### src/rtl/sig_pkg.sv
package sig_pkg;

    typedef enum logic [2:0] {
        PH_STOP  = 3'd0,
        PH_WARN1 = 3'd1,
        PH_GO    = 3'd2,
        PH_WARN2 = 3'd3,
        PH_FLASH = 3'd4
    } phase_e;

    localparam int unsigned LAMP_W = 5;

endpackage

### src/rtl/phase_fsm.sv
module phase_fsm
    import sig_pkg::*;
#(
    parameter int unsigned DW_STOP  = 3,
    parameter int unsigned DW_WARN1 = 1,
    parameter int unsigned DW_GO    = 2,
    parameter int unsigned DW_WARN2 = 1
) (
    input  logic   clk,
    input  logic   rst,
    input  logic   tick,
    input  logic   fault,
    output phase_e phase,
    output logic   err_entry
);

    localparam int unsigned MAXD12 = (DW_STOP > DW_WARN1) ? DW_STOP : DW_WARN1;
    localparam int unsigned MAXD34 = (DW_GO > DW_WARN2) ? DW_GO : DW_WARN2;
    localparam int unsigned MAXD   = (MAXD12 > MAXD34) ? MAXD12 : MAXD34;
    localparam int unsigned CW     = (MAXD > 1) ? $clog2(MAXD) : 1;

    phase_e        state_q, state_d;
    logic [CW-1:0] cnt_q, cnt_d;
    logic [CW-1:0] last_cnt;

    // Final count value of the current phase.
    always_comb begin
        unique case (state_q)
            PH_STOP:  last_cnt = CW'(DW_STOP - 1);
            PH_WARN1: last_cnt = CW'(DW_WARN1 - 1);
            PH_GO:    last_cnt = CW'(DW_GO - 1);
            PH_WARN2: last_cnt = CW'(DW_WARN2 - 1);
            default:  last_cnt = '0;
        endcase
    end

    always_comb begin
        state_d = state_q;
        cnt_d   = cnt_q;
        if (state_q == PH_FLASH) begin
            if (!fault) begin
                state_d = PH_STOP;
                cnt_d   = '0;
            end
        end else if (fault) begin
            state_d = PH_FLASH;
            cnt_d   = '0;
        end else if (tick) begin
            if (cnt_q == last_cnt) begin
                cnt_d = '0;
                unique case (state_q)
                    PH_STOP:  state_d = PH_WARN1;
                    PH_WARN1: state_d = PH_GO;
                    PH_GO:    state_d = PH_WARN2;
                    PH_WARN2: state_d = PH_STOP;
                    default:  state_d = PH_STOP;
                endcase
            end else begin
                cnt_d = cnt_q + CW'(1);
            end
        end
    end

    always_ff @(posedge clk) begin
        if (rst) begin
            state_q <= PH_STOP;
            cnt_q   <= '0;
        end else begin
            state_q <= state_d;
            cnt_q   <= cnt_d;
        end
    end

    assign phase     = state_q;
    assign err_entry = fault && (state_q != PH_FLASH);


    fault_enter_chk: assert property (@(posedge clk) disable iff (rst)
        fault |=> (state_q == PH_FLASH));


    restart_chk: assert property (@(posedge clk) disable iff (rst)
        (state_q == PH_FLASH && !fault) |=> (state_q == PH_STOP && cnt_q == '0));


    hold_chk: assert property (@(posedge clk) disable iff (rst)
        (!tick && !fault && state_q != PH_FLASH) |=> $stable(state_q));


    wrap_chk: assert property (@(posedge clk) disable iff (rst)
        (state_q == PH_WARN2 && tick && !fault) |=> (state_q == PH_STOP));

endmodule

### src/rtl/flash_gen.sv
module flash_gen (
    input  logic clk,
    input  logic rst,
    input  logic tick,
    input  logic err_entry,
    input  logic in_err,
    output logic flash
);

    logic flash_q;

    always_ff @(posedge clk) begin
        if (rst || err_entry) begin
            flash_q <= 1'b0;
        end else if (in_err && tick) begin
            flash_q <= ~flash_q;
        end
    end

    assign flash = flash_q;


    flash_start_dark_chk: assert property (@(posedge clk) disable iff (rst)
        err_entry |=> !flash_q);

endmodule

### src/rtl/lamp_decode.sv
module lamp_decode
    import sig_pkg::*;
(
    input  logic              clk,
    input  logic              rst,
    input  phase_e            phase,
    input  logic              flash,
    output logic [LAMP_W-1:0] lamps
);

    // lamps = {veh_red, veh_yel, veh_grn, ped_red, ped_grn}
    always_comb begin
        unique case (phase)
            PH_STOP:  lamps = 5'b10001;
            PH_WARN1: lamps = 5'b01010;
            PH_GO:    lamps = 5'b00110;
            PH_WARN2: lamps = 5'b01010;
            PH_FLASH: lamps = {1'b0, flash, 3'b000};
            default:  lamps = 5'b10001;
        endcase
    end


    one_lamp_chk: assert property (@(posedge clk) disable iff (rst)
        (phase != PH_FLASH) |-> ($countones(lamps[4:2]) == 1 && $countones(lamps[1:0]) == 1));


    ped_follow_chk: assert property (@(posedge clk) disable iff (rst)
        (phase != PH_FLASH) |-> (lamps[0] == lamps[4]));


    dark_err_chk: assert property (@(posedge clk) disable iff (rst)
        (phase == PH_FLASH) |-> (lamps[4] == 1'b0 && lamps[2:0] == 3'b000));

endmodule

### src/rtl/crossing_signal_ctrl.sv
module crossing_signal_ctrl
    import sig_pkg::*;
#(
    parameter int unsigned DW_STOP  = 3,
    parameter int unsigned DW_WARN1 = 1,
    parameter int unsigned DW_GO    = 2,
    parameter int unsigned DW_WARN2 = 1
) (
    input  logic clk,
    input  logic rst,
    input  logic tick,
    input  logic fault,
    output logic veh_red,
    output logic veh_yel,
    output logic veh_grn,
    output logic ped_red,
    output logic ped_grn
);

    phase_e            phase;
    logic              err_entry;
    logic              flash;
    logic [LAMP_W-1:0] lamps;

    phase_fsm #(
        .DW_STOP  (DW_STOP),
        .DW_WARN1 (DW_WARN1),
        .DW_GO    (DW_GO),
        .DW_WARN2 (DW_WARN2)
    ) u_fsm (
        .clk       (clk),
        .rst       (rst),
        .tick      (tick),
        .fault     (fault),
        .phase     (phase),
        .err_entry (err_entry)
    );

    flash_gen u_flash (
        .clk       (clk),
        .rst       (rst),
        .tick      (tick),
        .err_entry (err_entry),
        .in_err    (phase == PH_FLASH && fault),
        .flash     (flash)
    );

    lamp_decode u_dec (
        .clk   (clk),
        .rst   (rst),
        .phase (phase),
        .flash (flash),
        .lamps (lamps)
    );

    assign {veh_red, veh_yel, veh_grn, ped_red, ped_grn} = lamps;

endmodule

### config.mk
export PLATFORM = sky130hd
export DESIGN_NAME = crossing_signal_ctrl
export DESIGN_NICKNAME = d
export VERILOG_FILES = /design/src/rtl/sig_pkg.sv /design/src/rtl/phase_fsm.sv /design/src/rtl/flash_gen.sv /design/src/rtl/lamp_decode.sv /design/src/rtl/crossing_signal_ctrl.sv
export SDC_FILE = /design/constraint.sdc
export NUM_CORES = 1
export LEC_CHECK = 0
export ABC_CLOCK_PERIOD_IN_PS = 3800
export BUFFER_PORTS_ARGS = -buffer_cell sky130_fd_sc_hd__buf_2
export CORE_AREA = 2 2 39 41
export CTS_CLUSTER_DIAMETER = 120
export DETAILED_ROUTE_END_ITERATION = 8
export DIE_AREA = 0 0 41 43
export MAX_ROUTING_LAYER = met4
export PLACE_DENSITY = 0.56
export SYNTH_ARGS = -nofsm -noshare
export SYNTH_HDL_FRONTEND = slang
export SYNTH_SLANG_ARGS = --single-unit
export TNS_END_PERCENT = 50
### constraint.sdc
create_clock -name clk -period 3.8 [get_ports clk]
set_clock_uncertainty 0.15 [all_clocks]
set_input_delay 0.76 -clock clk [delete_from_list [all_inputs] [get_ports clk]]
set_output_delay 0.76 -clock clk [all_outputs]
set_load 0.01 [all_outputs]
==> results.json <==
{
  "status": "completed",
  "grt_setup_unrepaired": "false",
  "grt.total_usage": 0.127,
  "period_minus_slack_ps": 2350,
  "maxClockFrequency_mhz": 425,
  "yosys.area.top_type": "dfxtp_1",
  "leakagePower_uw": 0.000190,
  "timing.final.setup_violations": 0,
  "dominant_cells_by_area_after_synthesis": "dfxtp_1, nor2_1, nand2_1",
  "vias": 419,
  "postCtsHoldBufs": 0,
  "worstMarginPinSlew_ps": 421,
  "path_max_fanout": 10,
  "postSynthRegisterBits": 6,
  "clock_insertion_delay_worst_skew_ps": 250,
  "number_of_flops_mapped_to_enable_cells_by_yosys": 0,
  "critical_path.max_stage_delay_ps": 480,
  "num_rows": 14,
  "synth.top_cell.area_share": 0.293,
  "post_route_fraction_of_the_period_consumed_by_the_critical_path": 0.620,
  "critical_path.startpoint_type": "register",
  "slew_headroom": 0.720,
  "port_buffers": 8,
  "global_route.overflow_total": 0,
  "drt_first_iter_violations": 12,
  "fin_total_pwr_uw": 174,
  "max_cap_violations": 0,
  "die_width_um": 41,
  "ctsResizeCount": 0,
  "vdd.ir_drop.worst_mv": 0.126,
  "antenna_found_initial": 0,
  "clock_transition_at_the_registers_of_the_reported_paths_ps": 40,
  "wl_um": 887,
  "yosysSeqAreaShare": 0.293,
  "clock_buffer_depth": 2,
  "num-nets-final": 70,
  "drt-wirelength-per-cell_um": 11.1,
  "netlist-cell-type-count": 27,
  "finalSetupTns_ps": 0,
  "power_per_cell_area_mw_per_mm2": 367,
  "detailedPlacementHpwl_um": 690,
  "yosysWarnings": 0,
  "cp_data_arrival_time_ps": 1440,
  "cts_tree": "built",
  "cts_made_buffers": 3,
  "firstDrtPassIters": 4,
  "route.detailed.drc": 0,
  "postCtsSetupRepairBufs": 0,
  "grt_pass1_vias": 359,
  "post_synth_instance_area_sq_um": 410,
  "cp_cell_sequence": "or3b_1, o21ai_0, buf_2",
  "effective_utilization_at_floorplan": 0.297,
  "critical_path.endpoint_type": "output pin",
  "hold_violations": 0,
  "min-delay-path-class": "reg -> reg",
  "worstPathRequired_ps": 2890,
  "antenna_cells_inserted": 0,
  "crit_slowest_cell": "dfxtp_1",
  "grt_pass1_wl_mm": 1.46,
  "synth_top_flop_cell": "dfxtp_1",
  "placeableCoreArea_sq_mm": 0.00138,
  "io-pin-count": 9,
  "critical_path.top_delay_family": "flip-flops",
  "async_set_or_reset_flop_fraction_in_the_synthesized_netlist": 0,
  "postSynthNetCount": 60,
  "path_class": "reg -> out",
  "layout-area-overhead-vs-synth_pct": 15.2,
  "drive_above_1_share": 0.203,
  "gp_congestion": 0.762,
  "die_y_um": 43,
  "vias_per_cell": 5.24,
  "grt_max_degree": 11,
  "cts_max_level": 1,
  "die_area_sq_mm": 0.00176,
  "avgSynthCellArea_sq_um": 7.33,
  "cts_sinks": 6,
  "cell_count_after_synthesis": 56,
  "cp_bufs_invs": 1,
  "ant_nets_after_route": 0,
  "maxSlewViolCount": 0,
  "cts_root_buf": "clkbuf_4"
}
==> worst reg2reg max path, cell delays in order, from the launching register on <==
cell and delay [ps]:
dfxtp_1 410, inv_1 80, or4_1 640, a311o_1 310
a32o_1 250
==> path summary, 6_finish.rpt <==
kind / startpoint / endpoint / slack, ps / depth (start not counted)
worst max-delay path: u_fsm.phase[2]$_SDFFE_PP0P_ / veh_yel / 1450 / 3
worst min-delay path: u_flash.flash$_SDFFE_PP0P_ / u_flash.flash$_SDFFE_PP0P_ / 320 / 2
worst max register to register: u_fsm.phase[1]$_SDFFE_PP0P_ / u_fsm.phase[1]$_SDFFE_PP0P_ / 1860 / 4
worst min register to register: u_flash.flash$_SDFFE_PP0P_ / u_flash.flash$_SDFFE_PP0P_ / 320 / 2
==> where the power goes <==
group | leakage [uW] | switching, uW | internal, uW
sequential | 0.0000489 | 4.93 | 66.4
clock | 0.0000138 | 23.9 | 35.8
combinational | 0.000127 | 24.5 | 18.2
==> flip-flops by register name, summed over array words and instances, names as in the netlist <==
signal / cells
u_fsm.phase: 3
u_fsm.cnt_q: 2
u_flash.flash: 1
==> logic make-up (layout without fill, tap and decap cells) <==
kind of cell	Yosys count	in the layout	synth area share
multiplexers	1	1	0.0244
flip-flops	6	6	0.293
AO/OA/AOI/OAI	14	14	0.220
AND/OR/NAND/NOR	27	27	0.357
buffers and inverters	7	15	0.0853
XOR/XNOR	1	1	0.0213
==> Yosys cell counts (all sizes together), types with 2 or more instances <==
cell type	number
a21oi	3
a31oi	3
buf	3
dfxtp	6
inv	4
nand2	6
nand2b	2
nand4	3
nor2	7
nor2b	2
o21ai	3
==> stage by stage <==
step	worst slack, ps	hold WS, ps	utilization	instances	area (sq um)
4_1_cts	1440	326	0.342	80	473
3_5_place_dp	1650	320	0.325	77	450
2_1_floorplan	1800	288	-	56	410
5_1_grt	1350	371	0.342	80	473
6_report	1450	324	0.342	80	473
3_3_place_gp	1670	306	0.325	77	450
==> cells in the final DEF, fill, tap and decap left out <==
master,instances
nand2_1,6
nand3_1,1
nor2b_1,2
or2_2,1
a31oi_1,3
a21oi_1,3
nor2_1,7
nand4_1,3
nand2b_1,2
inv_1,4
o22ai_1,1
clkbuf_4,3
a211oi_1,1
nand3b_1,1
a32o_1,1
xor2_1,1
o21ai_0,2
mux2i_1,1
or4_1,1
or3b_1,1
and4bb_2,1
a311o_1,1
dfxtp_1,6
a21o_1,1
buf_2,8
o21ai_1,1
nor4_1,1
==> cell type report <==
cell class,instances,area [sq um]
Inverter,4,15.0
Sequential cell,6,120
Tap cell,16,20.0
Multi-Input combinational cell,43,255
Timing Repair Buffer,8,40.0
Clock buffer,3,22.5
Fill cell,157,911
==> layer usage <==
metal / up-vias / track usage / routed length (um)
met5: - / - / 0
met4: 0 / 0.100 / 23
met3: 3 / 0.0314 / 62
met2: 18 / 0.166 / 388
met1: 178 / 0.159 / 413
li1: 220 / - / -
No activity file was read; power rests on OpenSTA's default activity.
